===== src/rtl/xbus_seq_pkg.sv =====
package xbus_seq_pkg;
  typedef enum logic [1:0] {
    OP_IDLE  = 2'b00,
    OP_FETCH = 2'b01,
    OP_READ  = 2'b10,
    OP_WRITE = 2'b11
  } bus_op_e;

  localparam int unsigned SLOT_W = 4;
  localparam logic [SLOT_W-1:0] S_LAST   = 4'd11;
  localparam logic [SLOT_W-1:0] S_HALF   = 4'd6;
  // first half of the cycle
  localparam logic [SLOT_W-1:0] S_ALE0_B = 4'd1;
  localparam logic [SLOT_W-1:0] S_ALE0_E = 4'd2;
  localparam logic [SLOT_W-1:0] S_ADR0_E = 4'd3;
  localparam logic [SLOT_W-1:0] S_PS0_B  = 4'd4;
  localparam logic [SLOT_W-1:0] S_PS0_E  = 4'd5;
  // second half of the cycle
  localparam logic [SLOT_W-1:0] S_ALE1_B = 4'd7;
  localparam logic [SLOT_W-1:0] S_ALE1_E = 4'd8;
  localparam logic [SLOT_W-1:0] S_ADR1_E = 4'd9;
  localparam logic [SLOT_W-1:0] S_PS1_B  = 4'd10;
  localparam logic [SLOT_W-1:0] S_PS1_E  = 4'd11;
  // data strobe window
  localparam logic [SLOT_W-1:0] S_DS_B   = 4'd4;
  localparam logic [SLOT_W-1:0] S_DS_E   = 4'd10;

  function automatic logic in_rng(input logic [SLOT_W-1:0] s,
                                  input logic [SLOT_W-1:0] lo,
                                  input logic [SLOT_W-1:0] hi);
    return (s >= lo) && (s <= hi);
  endfunction
endpackage


===== src/rtl/xbus_seq_timer.sv =====
module xbus_seq_timer
  import xbus_seq_pkg::*;
(
  input  logic              clk_i,
  input  logic              rst_ni,
  output logic [SLOT_W-1:0] slot_o,
  output logic              last_o
);
  logic [SLOT_W-1:0] cnt_q;

  always_ff @(posedge clk_i or negedge rst_ni) begin
    if (!rst_ni)              cnt_q <= '0;
    else if (cnt_q == S_LAST) cnt_q <= '0;
    else                      cnt_q <= cnt_q + 4'd1;
  end

  assign slot_o = cnt_q;
  assign last_o = (cnt_q == S_LAST);
endmodule


===== src/rtl/xbus_seq_steer.sv =====
module xbus_seq_steer
  import xbus_seq_pkg::*;
#(
  parameter int unsigned ADDR_W = 16,
  parameter logic [ADDR_W-1:0] INT_TOP = 16'h3FFF
) (
  input  bus_op_e           op_i,
  input  logic [ADDR_W-1:0] addr_i,
  input  logic              ea_i,
  output logic [ADDR_W-1:0] addr_nxt_o,
  output logic [1:0]        ext_o
);
  localparam logic [ADDR_W-1:0] ONE = 1;

  logic [ADDR_W-1:0] half_addr [2];

  assign addr_nxt_o   = addr_i + ONE;
  assign half_addr[0] = addr_i;
  assign half_addr[1] = addr_nxt_o;

  for (genvar h = 0; h < 2; h++) begin : g_half
    assign ext_o[h] = (op_i == OP_FETCH) && (!ea_i || (half_addr[h] > INT_TOP));
  end
endmodule


===== src/rtl/xbus_seq_pins.sv =====
module xbus_seq_pins
  import xbus_seq_pkg::*;
#(
  parameter int unsigned ADDR_W = 16,
  parameter int unsigned DATA_W = 8,
  localparam int unsigned HI_W  = ADDR_W - DATA_W
) (
  input  logic [SLOT_W-1:0] slot_i,
  input  bus_op_e           op_i,
  input  logic [ADDR_W-1:0] addr_i,
  input  logic [ADDR_W-1:0] addr_nxt_i,
  input  logic [DATA_W-1:0] wdata_i,
  input  logic [1:0]        ext_i,
  output logic              ale_o,
  output logic              psen_no,
  output logic              rd_no,
  output logic              wr_no,
  output logic [DATA_W-1:0] ad_o,
  output logic              ad_oe_o,
  output logic [HI_W-1:0]   a_hi_o,
  output logic              a_hi_oe_o
);
  logic [1:0] ale_win, adr_win, ps_win;
  logic       is_data, is_rd, is_wr, ds_win, first_half;

  for (genvar h = 0; h < 2; h++) begin : g_win
    localparam logic [SLOT_W-1:0] AB = (h == 0) ? S_ALE0_B : S_ALE1_B;
    localparam logic [SLOT_W-1:0] AE = (h == 0) ? S_ALE0_E : S_ALE1_E;
    localparam logic [SLOT_W-1:0] DE = (h == 0) ? S_ADR0_E : S_ADR1_E;
    localparam logic [SLOT_W-1:0] PB = (h == 0) ? S_PS0_B  : S_PS1_B;
    localparam logic [SLOT_W-1:0] PE = (h == 0) ? S_PS0_E  : S_PS1_E;
    assign ale_win[h] = in_rng(slot_i, AB, AE);
    assign adr_win[h] = in_rng(slot_i, AB, DE);
    assign ps_win[h]  = in_rng(slot_i, PB, PE);
  end

  assign is_data    = op_i[1];
  assign is_rd      = (op_i == OP_READ);
  assign is_wr      = (op_i == OP_WRITE);
  assign ds_win     = in_rng(slot_i, S_DS_B, S_DS_E);
  assign first_half = (slot_i < S_HALF);

  // data cycle drops the second latch pulse
  assign ale_o   = ale_win[0] | (ale_win[1] & ~is_data);
  assign psen_no = ~|(ps_win & ext_i);
  assign rd_no   = ~(is_rd & ds_win);
  assign wr_no   = ~(is_wr & ds_win);

  always_comb begin
    ad_o    = '0;
    ad_oe_o = 1'b0;
    if (adr_win[0] && (ext_i[0] || is_data)) begin
      ad_o    = addr_i[DATA_W-1:0];
      ad_oe_o = 1'b1;
    end else if (adr_win[1] && ext_i[1]) begin
      ad_o    = addr_nxt_i[DATA_W-1:0];
      ad_oe_o = 1'b1;
    end else if (is_wr && ds_win) begin
      ad_o    = wdata_i;
      ad_oe_o = 1'b1;
    end
  end

  always_comb begin
    a_hi_oe_o = is_data | (first_half ? ext_i[0] : ext_i[1]);
    a_hi_o    = '0;
    if (a_hi_oe_o)
      a_hi_o = (is_data || first_half) ? addr_i[ADDR_W-1:DATA_W]
                                       : addr_nxt_i[ADDR_W-1:DATA_W];
  end
endmodule


===== src/rtl/xbus_seq.sv =====
module xbus_seq
  import xbus_seq_pkg::*;
#(
  parameter int unsigned ADDR_W = 16,
  parameter int unsigned DATA_W = 8,
  parameter logic [ADDR_W-1:0] INT_TOP = 16'h3FFF,
  localparam int unsigned HI_W = ADDR_W - DATA_W
) (
  input  logic              clk_i,
  input  logic              rst_ni,
  input  logic [1:0]        cyc_op_i,
  input  logic [ADDR_W-1:0] cyc_addr_i,
  input  logic [DATA_W-1:0] cyc_wdata_i,
  input  logic              ea_i,
  output logic              cyc_take_o,
  output logic              ale_o,
  output logic              psen_no,
  output logic              rd_no,
  output logic              wr_no,
  output logic [DATA_W-1:0] ad_o,
  output logic              ad_oe_o,
  input  logic [DATA_W-1:0] ad_i,
  output logic [HI_W-1:0]   a_hi_o,
  output logic              a_hi_oe_o,
  output logic [DATA_W-1:0] code_data_o,
  output logic              code_vld_o,
  output logic              code_ext_o,
  output logic [DATA_W-1:0] rdata_o,
  output logic              rdata_vld_o
);
  logic [SLOT_W-1:0] slot;
  logic              last;
  bus_op_e           op_q;
  logic [ADDR_W-1:0] addr_q, addr_nxt;
  logic [DATA_W-1:0] wdata_q;
  logic              ea_q;
  logic [1:0]        ext_v;
  logic              code_cap, code_hsel;

  xbus_seq_timer u_timer (
    .clk_i  (clk_i),
    .rst_ni (rst_ni),
    .slot_o (slot),
    .last_o (last)
  );

  xbus_seq_steer #(.ADDR_W(ADDR_W), .INT_TOP(INT_TOP)) u_steer (
    .op_i       (op_q),
    .addr_i     (addr_q),
    .ea_i       (ea_q),
    .addr_nxt_o (addr_nxt),
    .ext_o      (ext_v)
  );

  xbus_seq_pins #(.ADDR_W(ADDR_W), .DATA_W(DATA_W)) u_pins (
    .slot_i     (slot),
    .op_i       (op_q),
    .addr_i     (addr_q),
    .addr_nxt_i (addr_nxt),
    .wdata_i    (wdata_q),
    .ext_i      (ext_v),
    .ale_o      (ale_o),
    .psen_no    (psen_no),
    .rd_no      (rd_no),
    .wr_no      (wr_no),
    .ad_o       (ad_o),
    .ad_oe_o    (ad_oe_o),
    .a_hi_o     (a_hi_o),
    .a_hi_oe_o  (a_hi_oe_o)
  );

  assign cyc_take_o = last;
  assign code_hsel  = (slot == S_PS1_E);
  assign code_cap   = (op_q == OP_FETCH) && ((slot == S_PS0_E) || code_hsel);

  always_ff @(posedge clk_i or negedge rst_ni) begin
    if (!rst_ni) begin
      op_q    <= OP_IDLE;
      addr_q  <= '0;
      wdata_q <= '0;
      ea_q    <= 1'b0;
    end else if (last) begin
      op_q    <= bus_op_e'(cyc_op_i);
      addr_q  <= cyc_addr_i;
      wdata_q <= cyc_wdata_i;
      ea_q    <= ea_i;
    end
  end

  always_ff @(posedge clk_i or negedge rst_ni) begin
    if (!rst_ni) begin
      code_data_o <= '0;
      code_vld_o  <= 1'b0;
      code_ext_o  <= 1'b0;
      rdata_o     <= '0;
      rdata_vld_o <= 1'b0;
    end else begin
      code_vld_o  <= code_cap;
      rdata_vld_o <= 1'b0;
      if (code_cap) begin
        code_ext_o  <= ext_v[code_hsel];
        code_data_o <= ext_v[code_hsel] ? ad_i : '0;
      end
      if ((op_q == OP_READ) && (slot == S_DS_E)) begin
        rdata_o     <= ad_i;
        rdata_vld_o <= 1'b1;
      end
    end
  end
endmodule


===== config.mk =====
export PLATFORM = sky130hd
export DESIGN_NAME = xbus_seq
export DESIGN_NICKNAME = d
export VERILOG_FILES = /design/src/rtl/xbus_seq_pkg.sv /design/src/rtl/xbus_seq_timer.sv /design/src/rtl/xbus_seq_steer.sv /design/src/rtl/xbus_seq_pins.sv /design/src/rtl/xbus_seq.sv
export SDC_FILE = /design/constraint.sdc
export NUM_CORES = 1
export LEC_CHECK = 0
export ABC_CLOCK_PERIOD_IN_PS = 3700
export BUFFER_PORTS_ARGS = -buffer_cell sky130_fd_sc_hd__buf_2
export CAP_MARGIN = 10
export CORE_ASPECT_RATIO = 0.8
export CORE_MARGIN = 3
export CORE_UTILIZATION = 25
export CTS_BUF_LIST = sky130_fd_sc_hd__clkbuf_16
export CTS_CLUSTER_DIAMETER = 100
export DETAILED_ROUTE_END_ITERATION = 8
export GPL_TIMING_DRIVEN = 0
export PLACE_DENSITY_LB_ADDON = 0.3
export SLEW_MARGIN = 20
export SYNTH_ARGS = -nofsm -noshare
export SYNTH_HDL_FRONTEND = slang
export SYNTH_SLANG_ARGS = --single-unit

===== constraint.sdc =====
create_clock -name clk_i -period 3.7 [get_ports clk_i]
set_clock_uncertainty 0.05 [all_clocks]
set_input_delay 0.74 -clock clk_i [delete_from_list [all_inputs] [get_ports clk_i]]
set_output_delay 0.74 -clock clk_i [all_outputs]
set_load 0.05 [all_outputs]

==> results_dict.tcl <==
set metrics [dict create \
    status "completed" \
    seqPwrFrac 0.452 \
    ys_seq_area_frac 0.4710 \
    clkPwrFrac 0.339 \
    postLayoutSetupSlackWorst_ps 101.1 \
    critPathLaunchType "flip-flop" \
    ys.flop_type "dfrtp_1" \
    synth_top_area_cell "dfrtp_1" \
    htree_levels 2 \
    power_density_mw_per_mm2 393.2 \
    fin_util 0.3446 \
    drc 0 \
    first_pass_iters 4 \
    synth_edf_count 0 \
    clk_latency_ps 290 \
    die-width_um 121.2 \
    dpl.hpwl_mm 5.458 \
    fin_hold_ws_ps 428.4 \
    core_area_mm2 0.01001 \
    finalCriticalPeriod_ps 3599 \
    p_sw_frac 0.3212 \
    tns_ps 0 \
    hold_violations 0 \
    max_slew_margin 0.5380 \
    max_clock_freq_ghz 0.2779 \
    synthTopCellsByArea "dfrtp_1 47%, mux2_2 15%, a22o_1 3.3%" \
    wl_per_cell_um 15.43 \
    start_util 0.2654 \
    maxCapViolations 0 \
    antenna_found_initial 0 \
    clk_pin_slew_ps 70 \
    wl_met2_mm 3.264 \
    ctsLongestPathBuffers 2 \
    overflow 0 \
    reg2regPathDepth 8 \
    crit_path_max_fanout 10 \
    ys_seq_elements 50 \
    final_cell_mix "73 x buf_2, 47 x dfrtp_1, 35 x mux2_2" \
    layout.cells.most_common "buf_2" \
    endpoint_kind "primary output" \
    vias 2173 \
    p_sw_uw 435.8 \
    io_buffers 78 \
    synth_cells 253 \
    design_area_mm2 0.003450 \
    grt_usage 0.1268 \
    synth.distinct_cells 45 \
    critPathLaunch "addr_q[1]" \
    power_leakage_nw 1.563 \
    pre_cts_slack_ps 123.3 \
    dieHeight_um 98.20 \
    area.growth.synth_to_final_pct 29.86 \
    cts_buffers 5 \
    hp-class "in -> async" \
    comb_power_share 0.209 \
    ant_nets 0 \
    ys_warn_count 0 \
    die_area_mm2 0.01191 \
    fin_nets 381 \
    n_antenna_cell 0 \
    peakVddDrop_uv 181.3 \
    synthesis.nets 295 \
    arrival_ps 2810 \
    r2r_start "addr_q[4]" \
    grt_pass1_wl_mm 11.99 \
    ctsRootBufferMaster "clkbuf_16" \
    totalWireLength_mm 7.346 \
    ios 79 \
    grt_max_degree 51 \
    p_total_mw 1.357 \
    p_int_uw 920.7 \
    row_count 32 \
    period_share 0.9727 \
    synthArstFlopShare 1.000 \
    synth_top_area_share 0.4710 \
    wl_met1_mm 3.719 \
    cts_tree "yes" \
    drive_above_1_share 0.4088 \
    reg2reg_slack_ps 1330 \
    first_iter_violations 106 \
    stdcell_count 476 \
    required_ps 2910 \
    syn_area_mm2 0.002656 \
    cts_sinks 50 \
    viasPerCell 4.565 \
    gp_congestion 0.7721 \
    first_global_vias 2246 \
    critPathKind "reg -> out" \
    top_layer_used "met4" \
    place_area_mm2 0.003227 \
    met3_length_um 294 \
    slew_violations 0 \
    synth.avg_cell_area_um2 10.50 \
    tightest_slew_ps 693.0 \
    setup_violations 0 \
    dp_cells 467 \
]
-- power groups by stage --
stage	Clock, mW	Combinational [mW]	Sequential [mW]
after global routing	0.505	0.303	0.619
after CTS	0.477	0.285	0.610
after floorplan	0	0.119	0.691
after global placement	0	0.277	0.620
final	0.460	0.283	0.613
after detailed placement	0	0.280	0.621
-- critical path, stage by stage (launching register included) --
cell,delay [ps]
dfrtp_2,430
ha_4,170
nand3_2,130
or4_4,510
and3_1,220
a211o_4,360
buf_6,160
o21ai_0,150
a21o_1,140
buf_2,260
-- path summary, 6_finish.rpt --
kind                             endpoint
max                               ad_o[2]
min reg2reg                    code_ext_o
max reg2reg                code_data_o[1]
min in group clk_i             code_ext_o
max in group asynchronous       addr_q[1]
min                        code_data_o[7]
-- cell type report --
cell class | count | area [um2]
Fill cell | 1053 | 6560
Multi-Input combinational cell | 181 | 1363
Sequential cell | 50 | 1255
Timing Repair Buffer | 80 | 427.9
Tap cell | 136 | 170.2
Clock buffer | 5 | 125.1
Inverter | 12 | 45.04
Buffer | 9 | 42.54
Clock inverter | 3 | 21.27
-- cells by family after synthesis --
kind of cell / after synthesis / synth area share
AOI/OAI and AO/OA: 51 / 0.1404
xor gates and xnor gates: 4 / 0.01319
adders and majority gates: 5 / 0.02355
buffers and inverters: 22 / 0.03438
DFF: 50 / 0.4710
muxes: 35 / 0.1484
and+or+nand+nor: 86 / 0.1691
-- cells in the mapped netlist (2+ instances only) --
library cell	number
clkbuf_1	7
nand2_1	19
a21o_1	8
and3_1	5
nand4_1	3
or2_2	2
o21bai_1	3
a21oi_1	4
ha_1	5
o21ai_0	11
a22o_1	10
o41ai_1	2
nor4_1	3
mux2_2	35
xor2_1	2
nor2_1	14
o31ai_1	2
nand3b_1	3
nor2b_1	4
dfrtp_1	50
xnor2_1	2
nor3_1	4
nand2b_1	8
inv_1	12
nand3_1	15
-- flip-flops by register name (all words and copies together), names as in the netlist --
| register | flops |
|---|---|
| code_ext_o | 1 |
| rdata_o | 8 |
| rdata_vld_o | 1 |
| op_q | 2 |
| addr_q | 16 |
| code_data_o | 8 |
| code_vld_o | 1 |
| ea_q | 1 |
| u_timer.slot_o | 4 |
| wdata_q | 8 |
-- routing by layer --
metal	track usage	vias up
li1	-	1089
met3	0.02548	6
met4	0.02842	0
met2	0.1939	44
met1	0.1852	1034
met5	0	-
-- what timing repair did --
item,4_1_cts,5_1_grt
hold endpoints to repair,0,0
gates resized for setup,8,10
hold buffers,0,0
buffers inserted,1,1
pin swaps,1,2
gates cloned,0,0
endpoints found under the setup margin,8,15
(Power assumes the default switching activity.)
